## config.mk

```make
export PLATFORM = sky130hd
export DESIGN_NAME = hist_clear_unit
export DESIGN_NICKNAME = d
export VERILOG_FILES = /design/src/rtl/hist_clear_pkg.sv /design/src/rtl/hist_clear_dp.sv /design/src/rtl/hist_clear_ctl.sv /design/src/rtl/hist_clear_unit.sv
export SDC_FILE = /design/constraint.sdc
export NUM_CORES = 1
export LEC_CHECK = 0
export BUFFER_PORTS_ARGS = -buffer_cell sky130_fd_sc_hd__buf_2
export CAP_MARGIN = 15
export CORE_UTILIZATION = 40
export CTS_CLUSTER_SIZE = 24
export DETAILED_ROUTE_END_ITERATION = 10
export HOLD_SLACK_MARGIN = 0.03
export PLACE_DENSITY = 0.84
export SLEW_MARGIN = 5
export SYNTH_ARGS = -nofsm -noshare
export SYNTH_HDL_FRONTEND = slang
export SYNTH_SLANG_ARGS = --single-unit
```

## constraint.sdc

```tcl
create_clock -name clk -period 3.8 [get_ports clk]
set_input_delay 0.76 -clock clk [delete_from_list [all_inputs] [get_ports clk]]
set_output_delay 0.76 -clock clk [all_outputs]
set_load 0.1 [all_outputs]
```

## src/rtl/hist_clear_pkg.sv

```systemverilog
package hist_clear_pkg;

  typedef enum logic [1:0] {
    OUT_OK    = 2'd0,
    OUT_UD    = 2'd1,
    OUT_GP    = 2'd2,
    OUT_ABORT = 2'd3
  } outcome_e;

  // strobes from control to datapath
  typedef struct packed {
    logic wrEnable;  // commit a filtered enable-register write
    logic fire;      // launch clear pulses for the captured mask
  } ctlStrobe_t;

endpackage

```

## src/rtl/hist_clear_dp.sv

```systemverilog
module hist_clear_dp
  import hist_clear_pkg::*;
#(
  parameter int unsigned MASK_W = 32,
  parameter logic [MASK_W-1:0] CAP_MASK = '1
) (
  input  logic              clk,
  input  logic              rstN,
  input  ctlStrobe_t        strobe,
  input  logic [MASK_W-1:0] reqMask,
  input  logic [MASK_W-1:0] cfgWrData,
  output logic [MASK_W-1:0] enableReg,
  output logic              maskViol,
  output logic [MASK_W-1:0] histClear
);

  logic [MASK_W-1:0] illegalBits;

  // request bits that software has not enabled
  assign illegalBits = reqMask & ~enableReg;
  assign maskViol    = |illegalBits;

  // enable register: unimplemented bits are filtered on write
  always_ff @(posedge clk) begin
    if (!rstN) begin
      enableReg <= '0;
    end else if (strobe.wrEnable) begin
      enableReg <= cfgWrData & CAP_MASK;
    end
  end

  // one flop per history structure; a pulse lasts exactly one cycle
  for (genvar i = 0; i < MASK_W; i++) begin : g_pulse
    always_ff @(posedge clk) begin
      if (!rstN) begin
        histClear[i] <= 1'b0;
      end else begin
        histClear[i] <= strobe.fire & reqMask[i];
      end
    end
  end

endmodule

```

## src/rtl/hist_clear_ctl.sv

```systemverilog
module hist_clear_ctl
  import hist_clear_pkg::*;
(
  input  logic       clk,
  input  logic       rstN,
  input  logic       reqValid,
  input  logic [1:0] privLevel,
  input  logic       featOn,
  input  logic       v86Mode,
  input  logic       inTxn,
  input  logic       maskViol,
  input  logic       cfgWrEn,
  output ctlStrobe_t strobe,
  output logic       busy,
  output logic       doneValid,
  output logic [1:0] doneCode
);

  logic     accept;
  outcome_e verdict;

  assign accept = reqValid & ~busy;

  // fixed check priority, first match wins
  always_comb begin
    if (!featOn)                verdict = OUT_UD;
    else if (v86Mode)           verdict = OUT_GP;
    else if (inTxn)             verdict = OUT_ABORT;
    else if (privLevel != 2'd0) verdict = OUT_GP;
    else if (maskViol)          verdict = OUT_GP;
    else                        verdict = OUT_OK;
  end

  always_comb begin
    strobe.wrEnable = cfgWrEn;
    strobe.fire     = accept & (verdict == OUT_OK);
  end

  always_ff @(posedge clk) begin
    if (!rstN) begin
      doneValid <= 1'b0;
      doneCode  <= OUT_OK;
      busy      <= 1'b0;
    end else begin
      doneValid <= accept;
      doneCode  <= accept ? verdict : OUT_OK;
      busy      <= accept & (verdict == OUT_OK);
    end
  end

endmodule

```

## src/rtl/hist_clear_unit.sv

```systemverilog
module hist_clear_unit
  import hist_clear_pkg::*;
#(
  parameter int unsigned MASK_W = 32,
  parameter logic [MASK_W-1:0] CAP_MASK = 32'h0000_F0FF
) (
  input  logic              clk,
  input  logic              rstN,
  input  logic              reqValid,
  input  logic [MASK_W-1:0] reqMask,
  input  logic [7:0]        reqImm,
  input  logic [1:0]        privLevel,
  input  logic              featOn,
  input  logic              v86Mode,
  input  logic              inTxn,
  input  logic              cfgWrEn,
  input  logic [MASK_W-1:0] cfgWrData,
  output logic [MASK_W-1:0] cfgRdData,
  output logic              busy,
  output logic              doneValid,
  output logic [1:0]        doneCode,
  output logic [MASK_W-1:0] histClear
);

  ctlStrobe_t strobe;
  logic       maskViol;
  logic [7:0] immUnused;

  // the immediate is architecturally ignored
  assign immUnused = reqImm;

  hist_clear_ctl uCtl (
    .clk       (clk),
    .rstN      (rstN),
    .reqValid  (reqValid),
    .privLevel (privLevel),
    .featOn    (featOn),
    .v86Mode   (v86Mode),
    .inTxn     (inTxn),
    .maskViol  (maskViol),
    .cfgWrEn   (cfgWrEn),
    .strobe    (strobe),
    .busy      (busy),
    .doneValid (doneValid),
    .doneCode  (doneCode)
  );

  hist_clear_dp #(
    .MASK_W   (MASK_W),
    .CAP_MASK (CAP_MASK)
  ) uDp (
    .clk       (clk),
    .rstN      (rstN),
    .strobe    (strobe),
    .reqMask   (reqMask),
    .cfgWrData (cfgWrData),
    .enableReg (cfgRdData),
    .maskViol  (maskViol),
    .histClear (histClear)
  );

endmodule

```

==> metrics.md, run 1 <==
| Metric | Value |
|---|---|
| Placed inst area | 2250 um^2 |
| Final setup fails | 0 |
| Skew final | 0.00768 ns |
| Area share of the largest cell type after synthesis | 56.0% |
| Sink Count | 48 |
| Slew margin rel. | 50.4% |
| Max stage delay cell, worst path | nand4_1 |
| Wire length on met3 | 221 um |
| Initial core utilization | 42.3% |
| Share of post-route cells with drive strength above 1 | 43.7% |
| Post-synth top cells | 48 x dfxtp_1, 20 x buf_4, 13 x nand2_1, 13 x nor2b_1, 12 x mux2i_1 |
| Drt total wl | 3.84 mm |
| Post-synthesis sequential area ratio | 56.0% |
| Met2 Wirelength | 1.97 mm |
| Die X | 67.5 um |
| Fin area | 2370 um^2 |
| Hold Crit Depth | 2 |
| Post-CTS resize count | 0 |
| CTS max path bufs | 2 |
| PD cells | 515 nW/um^2 |
| Top_reg_cell synth | dfxtp_1 |
| PnR worst setup slack | 1.86 ns |
| Critical path data required time | 4.05 ns |
| Placed wire-length estimate | 3.05 mm |
| Post-synth ARST share | 0% |
| CP Data Arrival Time | 2.19 ns |
| Comb power frac | 26.1% |
| Min Tclk post-route | 1.94 ns |
| Final Non-Filler Cells | 329 |
| YS warnings | 0 |
| Rows | 23 |
| Post-Syn Area | 1720 um^2 |
| Max incr delay on CP | 0.64 ns |
| GP Congestion | 0.754 |
| Worst hold path endpoint | uDp.enableReg[15] |
| Vias post-DR | 1365 |
| Max Slew Vio Count | 0 |
| Reg-to-reg endpoint | uDp.histClear[4] |
| CP Buf/Inv Count | 2 |
| Worst hold path type | reg -> reg |
| RSZ-0062 raised after global routing | false |
| DRT antenna net count | 0 |
| Period utilization | 51.0% |
| Skew-Pair Late Insertion Delay | 0.30 ns |
| Final setup TNS | 0 ns |
| Largest net degree at the start of global routing | 17 |
| Cells on worst reg2reg path | 4 |
| #FFs+latches synth | 48 |
| First-pass GRT wire length | 5.59 mm |
| Fillers | 373 |
| Top post-synthesis cells by area | dfxtp_1 56%, buf_4 8.8%, mux2i_1 7.0% |
| Postcts setup bufs | 0 |
| Max_cap viols | 0 |
| Leak Pwr | 1.20 nW |
| Crit path launch type | input pin |
| DRC Markers | 0 |
| CTS buffer count | 5 |
| Count leader, synth | dfxtp_1 |
| Ant diodes | 0 |
| Buffers on Ports | 100 |
| Setup crit end kind | flip-flop |
| Seq pwr share | 43.6% |
| Antenna violations before repair | 0 |
| Fin. Hold Viols | 0 |
| Place WS | 1.57 ns |
| Achievable Freq | 0.516 GHz |
| Die Ht | 67.5 um |
| M1 wire length | 1.60 mm |
| Synth unique cells | 24 |
| IO Pins | 149 |
| Max Used Layer | met4 |
| Avg Synthesized Cell Area | 11.0 um^2 |
| DR vias/cell | 4.15 |
| Number of synthesized flops with an enable pin | 0 |
| Vias in the first global route | 1192 |
| Hold path startpoint | uDp.enableReg[15] |
| First-pass DRT Iterations | 4 |
| Worst-margin pin slew | 0.741 ns |
| Post-CTS Hold Buffers | 0 |
| Core box area | 4060 um^2 |
| Switching Share | 37.0% |
| # placed instances | 321 |
| Status | finished clean |
| GRT Residual Overflow | 0 |
| Die area | 4550 um^2 |
| Delay-heaviest family, CP | simple AND/OR/NAND/NOR gates |
| Int Power | 0.770 mW |
| Initial detailed-routing violation count | 44 |
| Total GRT Usage | 17.3% |
| Cells after Synth | 156 |
| CP max FO | 13 |
| Clk slew on worst S/H paths | 0.09 ns |
| Root buffer cell | clkbuf_8 |
| Synth area leader | dfxtp_1 |
| Peak VDD IR | 0.196 mV |
| Clk network pwr share | 30.4% |
| P_sw | 0.452 mW |
| Flop2flop setup slack | 2.22 ns |
| H-tree depth | 2 |
| CTS tree | built |
| Wirelength per Cell | 11.7 um |
| CP Class | in -> reg |
| FF-to-FF Start | uDp.enableReg[13] |
| Critical path, cell by cell | buf_2 -> nor4_1 -> nand4_1 -> inv_1 -> and3_1 |
| Final nets | 359 |
| Area growth from synthesis to layout | 38.1% |
[area by class of cell]
cell class              count  area, um^2  share of cell area (%)
clock buffers               5        68.8                    2.90
flip-flops and latches     48         961                    40.5
well taps                  50        62.6                    2.64
clock inverters             3        46.3                    1.95
inverters                   6        22.5                   0.950
multi-input cells         116         701                    29.6
repair buffers            101         508                    21.4
[cells by family (layout without fill, tap and decap cells)]
group                  count (synthesis)  in the layout  share of synthesized area (%)
buffers and inverters                 31            115                           11.7
other                                  1             40                          0.219
DFF                                   48             48                           56.0
AOI/OAI and AO/OA                      5              5                           2.41
muxes                                 12             12                           7.00
and+or+nand+nor                       59             59                           22.7
[flip-flops by register name, summed over array words and instances (netlist names)]
register,flops
uCtl.doneValid,1
uDp.enableReg,12
uDp.histClear,32
uCtl.busy,1
uCtl.doneCode,2
[layer usage]
layer	track usage, %	vias up
met1	20.3	599
met4	7.18	0
met2	28.7	57
met3	5.57	7
met5	0	-
li1	-	702
[power by group through the flow]
stage / registers (mW) / logic [mW] / clock network [mW]
floorplan: 0.690 / 0.132 / 0
global placement: 0.543 / 0.316 / 0
detailed placement: 0.544 / 0.318 / 0
CTS: 0.532 / 0.318 / 0.382
global route: 0.535 / 0.331 / 0.397
finish: 0.532 / 0.319 / 0.371
[tightest hold or removal path: cells and delay by family (launching register included)]
family           cells  cell delay, ns
muxes                1            0.12
DFF                  1            0.32
and+or+nand+nor      1            0.05
[metrics by stage]
| step | util (%) | power (mW) | hold WS (ns) |
|---|---|---|---|
| floorplan | - | 0.822 | 0.878 |
| global placement | 55.6 | 0.859 | 0.513 |
| detailed placement | 55.6 | 0.862 | 0.518 |
| CTS | 58.4 | 1.23 | 0.534 |
| global route | 58.4 | 1.26 | 0.571 |
| finish | 58.4 | 1.22 | 0.530 |
[worst max-delay path by stage]
stage                            from                to  depth (start not counted)
floorplan           uDp.enableReg[13]  uDp.histClear[0]                          5
global placement          reqMask[24]         uCtl.busy                          5
detailed placement              inTxn  uDp.histClear[3]                          5
CTS                       reqMask[16]         uCtl.busy                          5
global route              reqMask[24]         uCtl.busy                          5
finish                    reqMask[16]         uCtl.busy                          5
[cells in the final DEF, fill, tap and decap left out]
cell type	count
bufinv_16	1
buf_2	100
clkinv_1	1
a211oi_1	1
nand4_1	1
mux2i_1	12
or4_4	1
clkbuf_8	5
nand2_1	13
and3_1	1
nor3_2	10
inv_1	5
o21a_1	1
nand3b_1	1
buf_4	1
nor3_1	3
nand2b_1	9
dfxtp_1	48
inv_6	1
clkinvlp_4	1
nor2b_1	13
nor4_1	5
o2111ai_1	3
nor4_2	2
conb_1	40
Power figures use the tool's default switching activity.
==> inputs of run 2 (changes only) <==
ABC_AREA = 1   (was default)
CORE_UTILIZATION = 33   (was 40)
PLACE_DENSITY = 0.75   (was 0.84)
clock period = 1.7 ns   (was 3.8 ns; I/O delays follow)
==> metrics.md, run 2 <==
| Metric | Value |
|---|---|
| Die Ht | 72.7 um |
| Hold path startpoint | reqMask[3] |
| Avg Synthesized Cell Area | 8.74 um^2 |
| Biggest regs | uDp.histClear: 32 flops, uDp.enableReg: 12 flops, uCtl.doneCode: 2 flops |
| Leading cell type in the layout, fill and taps excluded | buf_2 |
| Skew-Pair Late Insertion Delay | 0.30 ns |
| Max_cap viols | 0 |
| Top post-synthesis cells by area | dfxtp_1 58%, buf_4 9.1%, inv_1 5.9% |
| Sequential cell area | 976 um^2 |
| Worst Hold Slack | 0.257 ns |
| First-pass DRT Iterations | 3 |
| GP Congestion | 0.771 |
| Postcts setup bufs | 0 |
| Setup crit end kind | primary output |
| Largest net degree at the start of global routing | 25 |
| Die area | 5290 um^2 |
| CP max FO | 2 |
| Buffers on Ports | 100 |
| Rows | 25 |
| Worst hold path endpoint | uDp.histClear[3] |
| Sink Count | 48 |
| Critical path data required time | 1.36 ns |
| DRT antenna net count | 0 |
| Fillers | 475 |
| Total GRT Usage | 13.5% |
| Min Tclk post-route | 1.41 ns |
| Final nets | 395 |
| PD cells | 1170 nW/um^2 |
| # placed instances | 374 |
| Status | finished clean |
| Die X | 72.7 um |
| Period utilization | 83.2% |
| Register with the most flip-flops | uDp.histClear |
| Max incr delay on CP | 0.43 ns |
| Drt total wl | 3.48 mm |
| Top_reg_cell synth | dfxtp_1 |
| First-pass GRT wire length | 5.19 mm |
| Max reg flops | 32 |
| CP Buf/Inv Count | 1 |
| Final core occ | 49.7% |
| Peak VDD IR | 0.381 mV |
| Ant diodes | 0 |
| Cells after Synth | 189 |
| Synth unique cells | 16 |
| Area growth from synthesis to layout | 43.0% |
| Leak Pwr | 1.32 nW |
| Post-synth ARST share | 0% |
| Final setup fails | 0 |
| Placed wire-length estimate | 2.81 mm |
| CTS max path bufs | 2 |
| Post-synth top cells | 48 x dfxtp_1, 26 x inv_1, 25 x nand2_1 |
| Critical path, cell by cell | buf_2 |
| Achievable Freq | 0.707 GHz |
| Area share of the largest cell type after synthesis | 58.2% |
| Skew final | 0.00565 ns |
| Delay-heaviest family, CP | buffers and inverters |
| Core box area | 4750 um^2 |
| Crit path launch type | flip-flop |
| H-tree depth | 2 |
| GRT Residual Overflow | 0 |
| CTS tree | built |
| Vias post-DR | 1445 |
| IO Pins | 149 |
| CP Data Arrival Time | 1.07 ns |
| Cells on worst reg2reg path | 9 |
| YS warnings | 0 |
| Reg-to-reg endpoint | uDp.histClear[2] |
| Multi-input logic area | 552 um^2 |
| Hold Crit Depth | 3 |
| Wirelength per Cell | 9.10 um |
| Fin. Hold Viols | 0 |
| FF-to-FF Start | uDp.enableReg[13] |
| Post-Syn Area | 1650 um^2 |
| Root buffer cell | clkbuf_8 |
| Max stage delay cell, worst path | buf_2 |
| Final Non-Filler Cells | 382 |
| Clk slew on worst S/H paths | 0.09 ns |
| Count leader, synth | dfxtp_1 |
| Max Slew Vio Count | 0 |
| Most frequent cells in the layout | 100 x buf_2, 40 x conb_1, 36 x dfxtp_1 |
| #FFs+latches synth | 48 |
| Initial core utilization | 34.7% |
| Vias in the first global route | 1200 |
| Worst hold path type | in -> reg |
| CP Class | reg -> out |
| Post-CTS Hold Buffers | 0 |
| Post-CTS resize count | 0 |
| Flop2flop setup slack | 0.45 ns |
| Initial detailed-routing violation count | 6 |
| Share of post-route cells with drive strength above 1 | 44.4% |
| RSZ-0062 raised after global routing | false |
| DR vias/cell | 3.78 |
| Synth area leader | dfxtp_1 |
| DRC Markers | 0 |
| Post-synthesis sequential area ratio | 58.2% |
| Antenna violations before repair | 0 |
| CTS buffer count | 5 |
| Final setup TNS | 0 ns |
| Number of synthesized flops with an enable pin | 0 |
run 2: cell count changes after synthesis, sizes merged, moves of 9 or more:
cell    delta
a21oi     +13
inv       +25
mux2i     -12
nand2     +12
nand2b     -9
nor2      +32
nor2b     -13
nor3      -13
o21ai     +13
run 2: power breakdown:
part	total [mW]	switching, mW	internal, mW
Sequential	1.19	0.0153	1.18
Combinational	0.748	0.644	0.104
Clock	0.827	0.384	0.443
run 2: layout make-up:
| type | count | share of cell area, % |
|---|---|---|
| Sequential cell | 48 | 41.3 |
| Tap cell | 67 | 3.55 |
| Clock buffer | 5 | 2.91 |
| Timing Repair Buffer | 103 | 22.1 |
| Multi-Input combinational cell | 126 | 23.4 |
| Inverter | 30 | 4.77 |
| Clock inverter | 3 | 1.96 |
run 2: cells by family (layout without fill, tap and decap cells):
kind of cell    count (synthesis)  after routing  share of synthesized area, %
other cells                     1             40                         0.227
simple gates                   60             60                          16.4
buf+inv                        54            141                          17.3
flops                          48             48                          58.2
compound gates                 26             26                          7.88
run 2: worst max path at each step:
stage / from / endpoint / depth (start not counted)
finish: uCtl.busy / busy / 1
global route: uCtl.busy / busy / 1
CTS: uCtl.busy / busy / 1
detailed placement: reqMask[19] / uDp.histClear[3] / 9
global placement: reqMask[19] / uDp.histClear[3] / 9
floorplan: uCtl.busy / uDp.histClear[0] / 6
run 2: layer usage:
metal | share of wire [%] | track usage [%] | vias up
li1 | - | - | 755
met1 | 41 | 13.7 | 590
met2 | 46 | 24.2 | 93
met3 | 11 | 5.25 | 7
met4 | 1.8 | 6.54 | 0
met5 | 0 | 0 | -
run 2: tightest hold or removal path: stages:
cell	delay, ns
buf_2	0.10
inv_1	0.04
nor2_1	0.03
run 2: metrics by stage:
| stage | setup slack, ns | instance area (um^2) | power, mW |
|---|---|---|---|
| global placement | 0.238 | 2250 | 1.96 |
| finish | 0.285 | 2360 | 2.77 |
| global route | 0.235 | 2360 | 2.88 |
| detailed placement | 0.239 | 2250 | 1.97 |
| CTS | 0.270 | 2360 | 2.80 |
| floorplan | 0.0878 | 1810 | 1.88 |
